## src/rtl/rtc_alarm_pkg.sv

```systemverilog
package rtc_alarm_pkg;

    // Interrupt control byte, bit 0 at the bottom
    typedef struct packed {
        logic pulse_mode;   // bit 4
        logic act_high;     // bit 3
        logic pf_en;        // bit 2
        logic wd_en;        // bit 1
        logic al_en;        // bit 0
    } irq_ctrl_t;

    // Latched event flags, bit 0 at the bottom
    typedef struct packed {
        logic pf;           // bit 2
        logic wd;           // bit 1
        logic al;           // bit 0
    } flags_t;

    localparam int CTRL_W  = $bits(irq_ctrl_t);
    localparam int FLAGS_W = $bits(flags_t);

endpackage

```

## src/rtl/rtc_alarm_cmp.sv

```systemverilog
module rtc_alarm_cmp #(
    parameter int FIELDS = 4,
    parameter int FW     = 8
) (
    input  logic [FIELDS-1:0][FW-1:0] alarm_i,
    input  logic [FIELDS-1:0][FW-2:0] time_i,
    output logic                      match_o
);
    logic [FIELDS-1:0] hit;

    for (genvar g = 0; g < FIELDS; g++) begin : g_field
        // MSB of an alarm byte excludes the field from the compare
        assign hit[g] = alarm_i[g][FW-1] | (alarm_i[g][FW-2:0] == time_i[g]);
    end

    assign match_o = &hit;
endmodule

```

## src/rtl/rtc_alarm_regs.sv

```systemverilog
module rtc_alarm_regs
    import rtc_alarm_pkg::*;
#(
    parameter int FIELDS    = 4,
    parameter int FW        = 8,
    parameter int AW        = 3,
    parameter int CTRL_ADDR = 4
) (
    input  logic                      clk_i,
    input  logic                      rst_ni,
    input  logic                      wr_en_i,
    input  logic [AW-1:0]             wr_addr_i,
    input  logic [FW-1:0]             wr_data_i,
    output logic [FIELDS-1:0][FW-1:0] alarm_o,
    output irq_ctrl_t                 ctrl_o
);
    typedef struct packed {
        logic [FIELDS-1:0][FW-1:0] alarm;
        irq_ctrl_t                 ctrl;
    } regs_t;

    regs_t st_d, st_q;

    always_comb begin
        st_d = st_q;
        if (wr_en_i) begin
            for (int i = 0; i < FIELDS; i++) begin
                if (wr_addr_i == AW'(i)) st_d.alarm[i] = wr_data_i;
            end
            if (wr_addr_i == AW'(CTRL_ADDR)) st_d.ctrl = irq_ctrl_t'(wr_data_i[CTRL_W-1:0]);
        end
    end

    always_ff @(posedge clk_i or negedge rst_ni) begin
        if (!rst_ni) st_q <= '0;
        else         st_q <= st_d;
    end

    assign alarm_o = st_q.alarm;
    assign ctrl_o  = st_q.ctrl;
endmodule

```

## src/rtl/rtc_irq_drive.sv

```systemverilog
module rtc_irq_drive
    import rtc_alarm_pkg::*;
#(
    parameter int PULSE_CYCLES = 4
) (
    input  logic      clk_i,
    input  logic      rst_ni,
    input  irq_ctrl_t ctrl_i,
    input  flags_t    flags_i,
    input  logic      trig_i,
    output logic      irq_o
);
    localparam int CW = $clog2(PULSE_CYCLES + 1);

    typedef struct packed {
        logic [CW-1:0] cnt;
    } drv_t;

    drv_t st_d, st_q;
    logic level, active;

    always_comb begin
        st_d = st_q;
        if (!ctrl_i.pulse_mode)  st_d.cnt = '0;
        else if (trig_i)         st_d.cnt = CW'(PULSE_CYCLES);
        else if (st_q.cnt != '0) st_d.cnt = st_q.cnt - 1'b1;
    end

    always_ff @(posedge clk_i or negedge rst_ni) begin
        if (!rst_ni) st_q <= '0;
        else         st_q <= st_d;
    end

    always_comb begin
        level  = (flags_i.al & ctrl_i.al_en) |
                 (flags_i.wd & ctrl_i.wd_en) |
                 (flags_i.pf & ctrl_i.pf_en);
        active = ctrl_i.pulse_mode ? (st_q.cnt != '0) : level;
        irq_o  = ctrl_i.act_high ? active : ~active;
    end
endmodule

```

## src/rtl/rtc_alarm_irq.sv

```systemverilog
module rtc_alarm_irq
    import rtc_alarm_pkg::*;
#(
    parameter int PULSE_CYCLES = 4,
    parameter int TW           = 7,
    parameter int AW           = 3
) (
    input  logic          clk_i,
    input  logic          rst_ni,
    input  logic          tick_i,
    input  logic [TW-1:0] sec_i,
    input  logic [TW-1:0] min_i,
    input  logic [TW-1:0] hour_i,
    input  logic [TW-1:0] date_i,
    input  logic          wr_en_i,
    input  logic [AW-1:0] wr_addr_i,
    input  logic [TW:0]   wr_data_i,
    input  logic          flags_rd_i,
    input  logic          wdog_evt_i,
    input  logic          pfail_evt_i,
    output logic [TW:0]   flags_o,
    output logic          irq_o
);
    localparam int FIELDS = 4;
    localparam int FW     = TW + 1;

    typedef struct packed {
        flags_t flags;
    } top_t;

    logic [FIELDS-1:0][FW-1:0] alarm;
    logic [FIELDS-1:0][TW-1:0] now;
    irq_ctrl_t                 ctrl;
    logic                      match, al_set, trig;
    top_t                      st_d, st_q;

    assign now = {date_i, hour_i, min_i, sec_i};

    rtc_alarm_regs #(
        .FIELDS(FIELDS), .FW(FW), .AW(AW), .CTRL_ADDR(FIELDS)
    ) u_regs (
        .clk_i    (clk_i),
        .rst_ni   (rst_ni),
        .wr_en_i  (wr_en_i),
        .wr_addr_i(wr_addr_i),
        .wr_data_i(wr_data_i),
        .alarm_o  (alarm),
        .ctrl_o   (ctrl)
    );

    rtc_alarm_cmp #(.FIELDS(FIELDS), .FW(FW)) u_cmp (
        .alarm_i(alarm),
        .time_i (now),
        .match_o(match)
    );

    always_comb begin
        al_set = tick_i & match;
        trig   = (al_set & ctrl.al_en) | (wdog_evt_i & ctrl.wd_en) | (pfail_evt_i & ctrl.pf_en);
        st_d   = st_q;
        if (flags_rd_i) st_d.flags = '0;
        // a fresh event beats the clear of the same cycle
        st_d.flags.al = st_d.flags.al | al_set;
        st_d.flags.wd = st_d.flags.wd | wdog_evt_i;
        st_d.flags.pf = st_d.flags.pf | pfail_evt_i;
    end

    always_ff @(posedge clk_i or negedge rst_ni) begin
        if (!rst_ni) st_q <= '0;
        else         st_q <= st_d;
    end

    rtc_irq_drive #(.PULSE_CYCLES(PULSE_CYCLES)) u_drv (
        .clk_i  (clk_i),
        .rst_ni (rst_ni),
        .ctrl_i (ctrl),
        .flags_i(st_q.flags),
        .trig_i (trig),
        .irq_o  (irq_o)
    );

    assign flags_o = {{(FW - FLAGS_W){1'b0}}, st_q.flags};
endmodule

```

## config.mk

```make
export PLATFORM = sky130hd
export DESIGN_NAME = rtc_alarm_irq
export DESIGN_NICKNAME = d
export VERILOG_FILES = /design/src/rtl/rtc_alarm_pkg.sv /design/src/rtl/rtc_alarm_cmp.sv /design/src/rtl/rtc_alarm_regs.sv /design/src/rtl/rtc_irq_drive.sv /design/src/rtl/rtc_alarm_irq.sv
export SDC_FILE = /design/constraint.sdc
export NUM_CORES = 1
export LEC_CHECK = 0
export BUFFER_PORTS_ARGS = -buffer_cell sky130_fd_sc_hd__buf_2
export CAP_MARGIN = 20
export CORE_AREA = 2 2 87 89
export DETAILED_ROUTE_END_ITERATION = 8
export DIE_AREA = 0 0 89 91
export PLACE_DENSITY = 0.55
export SLEW_MARGIN = 40
export SYNTH_ARGS = -nofsm -noshare
export SYNTH_HDL_FRONTEND = slang
export SYNTH_HIERARCHICAL = 1
export SYNTH_SLANG_ARGS = --single-unit
```

## constraint.sdc

```tcl
create_clock -name clk_i -period 1.6 [get_ports clk_i]
set_input_delay 0.16 -clock clk_i [delete_from_list [all_inputs] [get_ports clk_i]]
set_output_delay 0.16 -clock clk_i [all_outputs]
set_load 0.02 [all_outputs]
```

==> flow_metrics.env <==
export IMPL_outcome="finished with violations"
export IMPL_violations="setup timing"
export IMPL_reg2reg_depth=8
export IMPL_synth_edff_count=0
export IMPL_power_total_mw=3.50
export IMPL_skew_ns=0.00759
export IMPL_cp_end_kind="flop"
export IMPL_synth_warnings=6
export IMPL_cts_tree="built"
export IMPL_synth_top_area_share_pct=51.1
export IMPL_wl_um=4840
export IMPL_post_place_ws_ns=-0.451
export IMPL_use_met3_pct=3.36
export IMPL_synth_seq_cells=43
export IMPL_num_vias=1431
export IMPL_dp_final_hpwl_um=3530
export IMPL_numClockSinks=43
export IMPL_synth_commonest_cells="dfrtp_1 (43), mux2_2 (37), xor2_1 (16)"
export IMPL_coreArea_um2=7140
export IMPL_netlist_area_um2=2110
export IMPL_cp_required_ns=1.83
export IMPL_finalSetupViolations=4
export IMPL_grtUsageMet1_pct=16.4
export IMPL_gp_congestion=0.709
export IMPL_cp_data_arrival_time_ns=2.12
export IMPL_cts_made_buffers=5
export IMPL_synth_top_cell_by_area="dfrtp_1"
export IMPL_synth_top_cells_by_area="dfrtp_1 (51%), mux2_2 (20%), xor2_1 (6.7%), xnor2_1 (5.8%), buf_4 (1.8%)"
export IMPL_max_cap_viol_count=0
export IMPL_wl_per_cell_um=14.9
export IMPL_area_growth_pct=29.2
export IMPL_busiest_layer="met2"
export IMPL_hold_class="in -> reg"
export IMPL_rows=31
export IMPL_crit_start="u_regs/alarm_o[9]"
export IMPL_seq_area_frac_synth_pct=51.1
export IMPL_hold_viol_final=0
export IMPL_path_max_fanout=3
export IMPL_boundaryPins=55
export IMPL_syn_avg_cell_area_um2=13.6
export IMPL_synthXorXnorAreaFrac_pct=12.5
export IMPL_r2r_slack_ns=-0.29
export IMPL_endpoint="u_drv/st_q[2]"
export IMPL_rr_endpoint="u_drv/st_q[2]"
export IMPL_synth_compound_area_share_pct=5.70
export IMPL_clk_pin_slew_ns=0.08
export IMPL_num_antenna_cells=0
export IMPL_whs_ns=0.0675
export IMPL_critical_path_class="reg -> reg"
export IMPL_worstHoldPathCells=2
export IMPL_maxSlewHeadroom_pct=66.4
export IMPL_port_buffers=49
export IMPL_via_per_inst=4.40
export IMPL_setup_slack_ns=-0.292
export IMPL_p_leak_nw=1.21
export IMPL_grt_pass1_wl_um=7600
export IMPL_drc=0
export IMPL_fmax_mhz=528
export IMPL_grt_pass1_vias=1510
export IMPL_grt_setup_unrepaired="yes"
export IMPL_htreeDepth=2
export IMPL_die_area_um2=8100
export IMPL_ys_types=30
export IMPL_cts_root_buffer="clkbuf_8"
export IMPL_final_nets=273
export IMPL_worst_slew_pin_transition_ns=0.504
export IMPL_track_usage_pct=12.7
export IMPL_clkLatencyLatePin_ns=0.29
export IMPL_yosysMostFrequentCell="dfrtp_1"
export IMPL_crit_path_start_kind="flop"
export IMPL_period_share_pct=118
export IMPL_start_util_pct=29.5
export IMPL_firstDrtPassIters=4
export IMPL_synthArstFlopShare_pct=100
export IMPL_die_w_um=89
export IMPL_drtAntennaViolNets=0
export IMPL_synth_main_ff_cell="dfrtp_1"
export IMPL_grt_max_degree=25
export IMPL_grt_ovfl_total=0
export IMPL_muxShareOfSynthArea_pct=19.8
export IMPL_clockBufferDepth=2
export IMPL_antenna_found_initial=0
export IMPL_synth_top_family_by_area="multiplexers"
export IMPL_die_h_um=91
export IMPL_slew_viol_final=0
export IMPL_drtIter0Drc=21
export IMPL_drive_gt1_share_pct=56.6
export IMPL_use_met2_pct=20.3
export IMPL_synth_fa_ha_area_share_pct=1.19
export IMPL_syn_inst=155
export IMPL_synthSimpleGateAreaFrac_pct=6.47
export IMPL_fin_crit_ns=1.89
export IMPL_p_per_area_nw_per_um2=1290
export IMPL_reg2reg_from="u_regs/alarm_o[9]"
export IMPL_worst_ir_drop_vdd_mv=0.435
==> how the worst min path moves through the flow <==
stage,start,end
finish,pfail_evt_i,flags_o[2]
global route,wdog_evt_i,flags_o[1]
CTS,wdog_evt_i,flags_o[1]
detailed placement,rst_ni,u_regs/alarm_o[26]
global placement,rst_ni,u_regs/alarm_o[26]
floorplan,rst_ni,flags_o[0]
==> through the flow <==
stage / cells / setup TNS [ns] / cell area [um2] / utilization [%]
3_3_place_gp: 306 / -1.35 / 2510 / 35.1
4_1_cts: 321 / -0.901 / 2670 / 37.5
6_report: 325 / -0.960 / 2720 / 38.1
2_1_floorplan: 159 / -0.0522 / 2130 / -
5_1_grt: 325 / -1.57 / 2720 / 38.1
3_5_place_dp: 306 / -1.55 / 2510 / 35.1
==> critical path, cell delays in order (launching register included) <==
cell and delay, ns:
dfrtp_1 0.39, xor2_1 0.15, nor4_2 0.33, a41oi_2 0.18, nor4_2 0.37, nand3_1 0.14
nand2_2 0.12, a21oi_2 0.04, a21oi_2 0.11
==> report_power, final <==
| part | total (mW) | switching [mW] | internal [mW] | leakage (nW) |
|---|---|---|---|---|
| sequential | 1.50 | 0.163 | 1.33 | 0.520 |
| combinational | 1.33 | 0.556 | 0.772 | 0.644 |
| clock | 0.673 | 0.374 | 0.299 | 0.0477 |
| total | 3.50 | 1.09 | 2.40 | 1.21 |
==> registers in the layout, indices dropped and copies added, names as in the netlist <==
signal and cells:
u_regs/ctrl_o 5, flags_o 3, u_drv/st_q 3, u_regs/alarm_o 32
==> cell usage in the layout, fill, tap and decap left out, drive strengths merged <==
cell,count
xor2,16
nand2b,1
nor4bb,2
dlygate4sd3,1
nor4,5
inv,4
clkbuf,5
clkinv,4
a41oi,4
dfrtp,43
conb,5
nand4b,1
and4bb,1
a2111oi,1
nand2,1
a2bb2oi,1
ha,2
buf,65
nand3,1
nor3,1
nor4b,1
xnor2,14
mux2,37
a22o,1
a22oi,2
or3,1
a21o,2
a21oi,3
nor2,1
==> layout make-up <==
cell class | count | area (um2)
Tap cell | 99 | 124
Fill cell | 734 | 4420
Clock buffer | 5 | 68.8
Clock inverter | 3 | 15.0
Multi-Input combinational cell | 104 | 1030
Sequential cell | 43 | 1080
Timing Repair Buffer | 66 | 390
Inverter | 5 | 18.8
==> timing repair <==
| item | in CTS | in global routing |
|---|---|---|
| resized for setup | 7 | 3 |
| hold endpoints to repair | 19 | 0 |
| setup buffers | 7 | 5 |
| hold buffers | 1 | 0 |
| pin swaps | 4 | 7 |
| endpoints found under the setup margin | 5 | 5 |
==> cell families (layout without fill, tap and decap cells) <==
group / count (synthesis) / count (layout)
flip-flops: 43 / 43
XOR/XNOR: 30 / 30
other: 1 / 5
AND/OR/NAND/NOR: 16 / 16
multiplexers: 37 / 37
AO/OA/AOI/OAI: 14 / 14
buffers and inverters: 12 / 79
adder cells (fa/ha/maj): 2 / 2
==> routing by layer <==
layer / vias up / share of wire, %
met5: - / 0
met4: 0 / 0.64
met1: 713 / 43
met2: 33 / 53
li1: 681 / -
met3: 4 / 3.9
No activity file was read; power rests on OpenSTA's default activity.
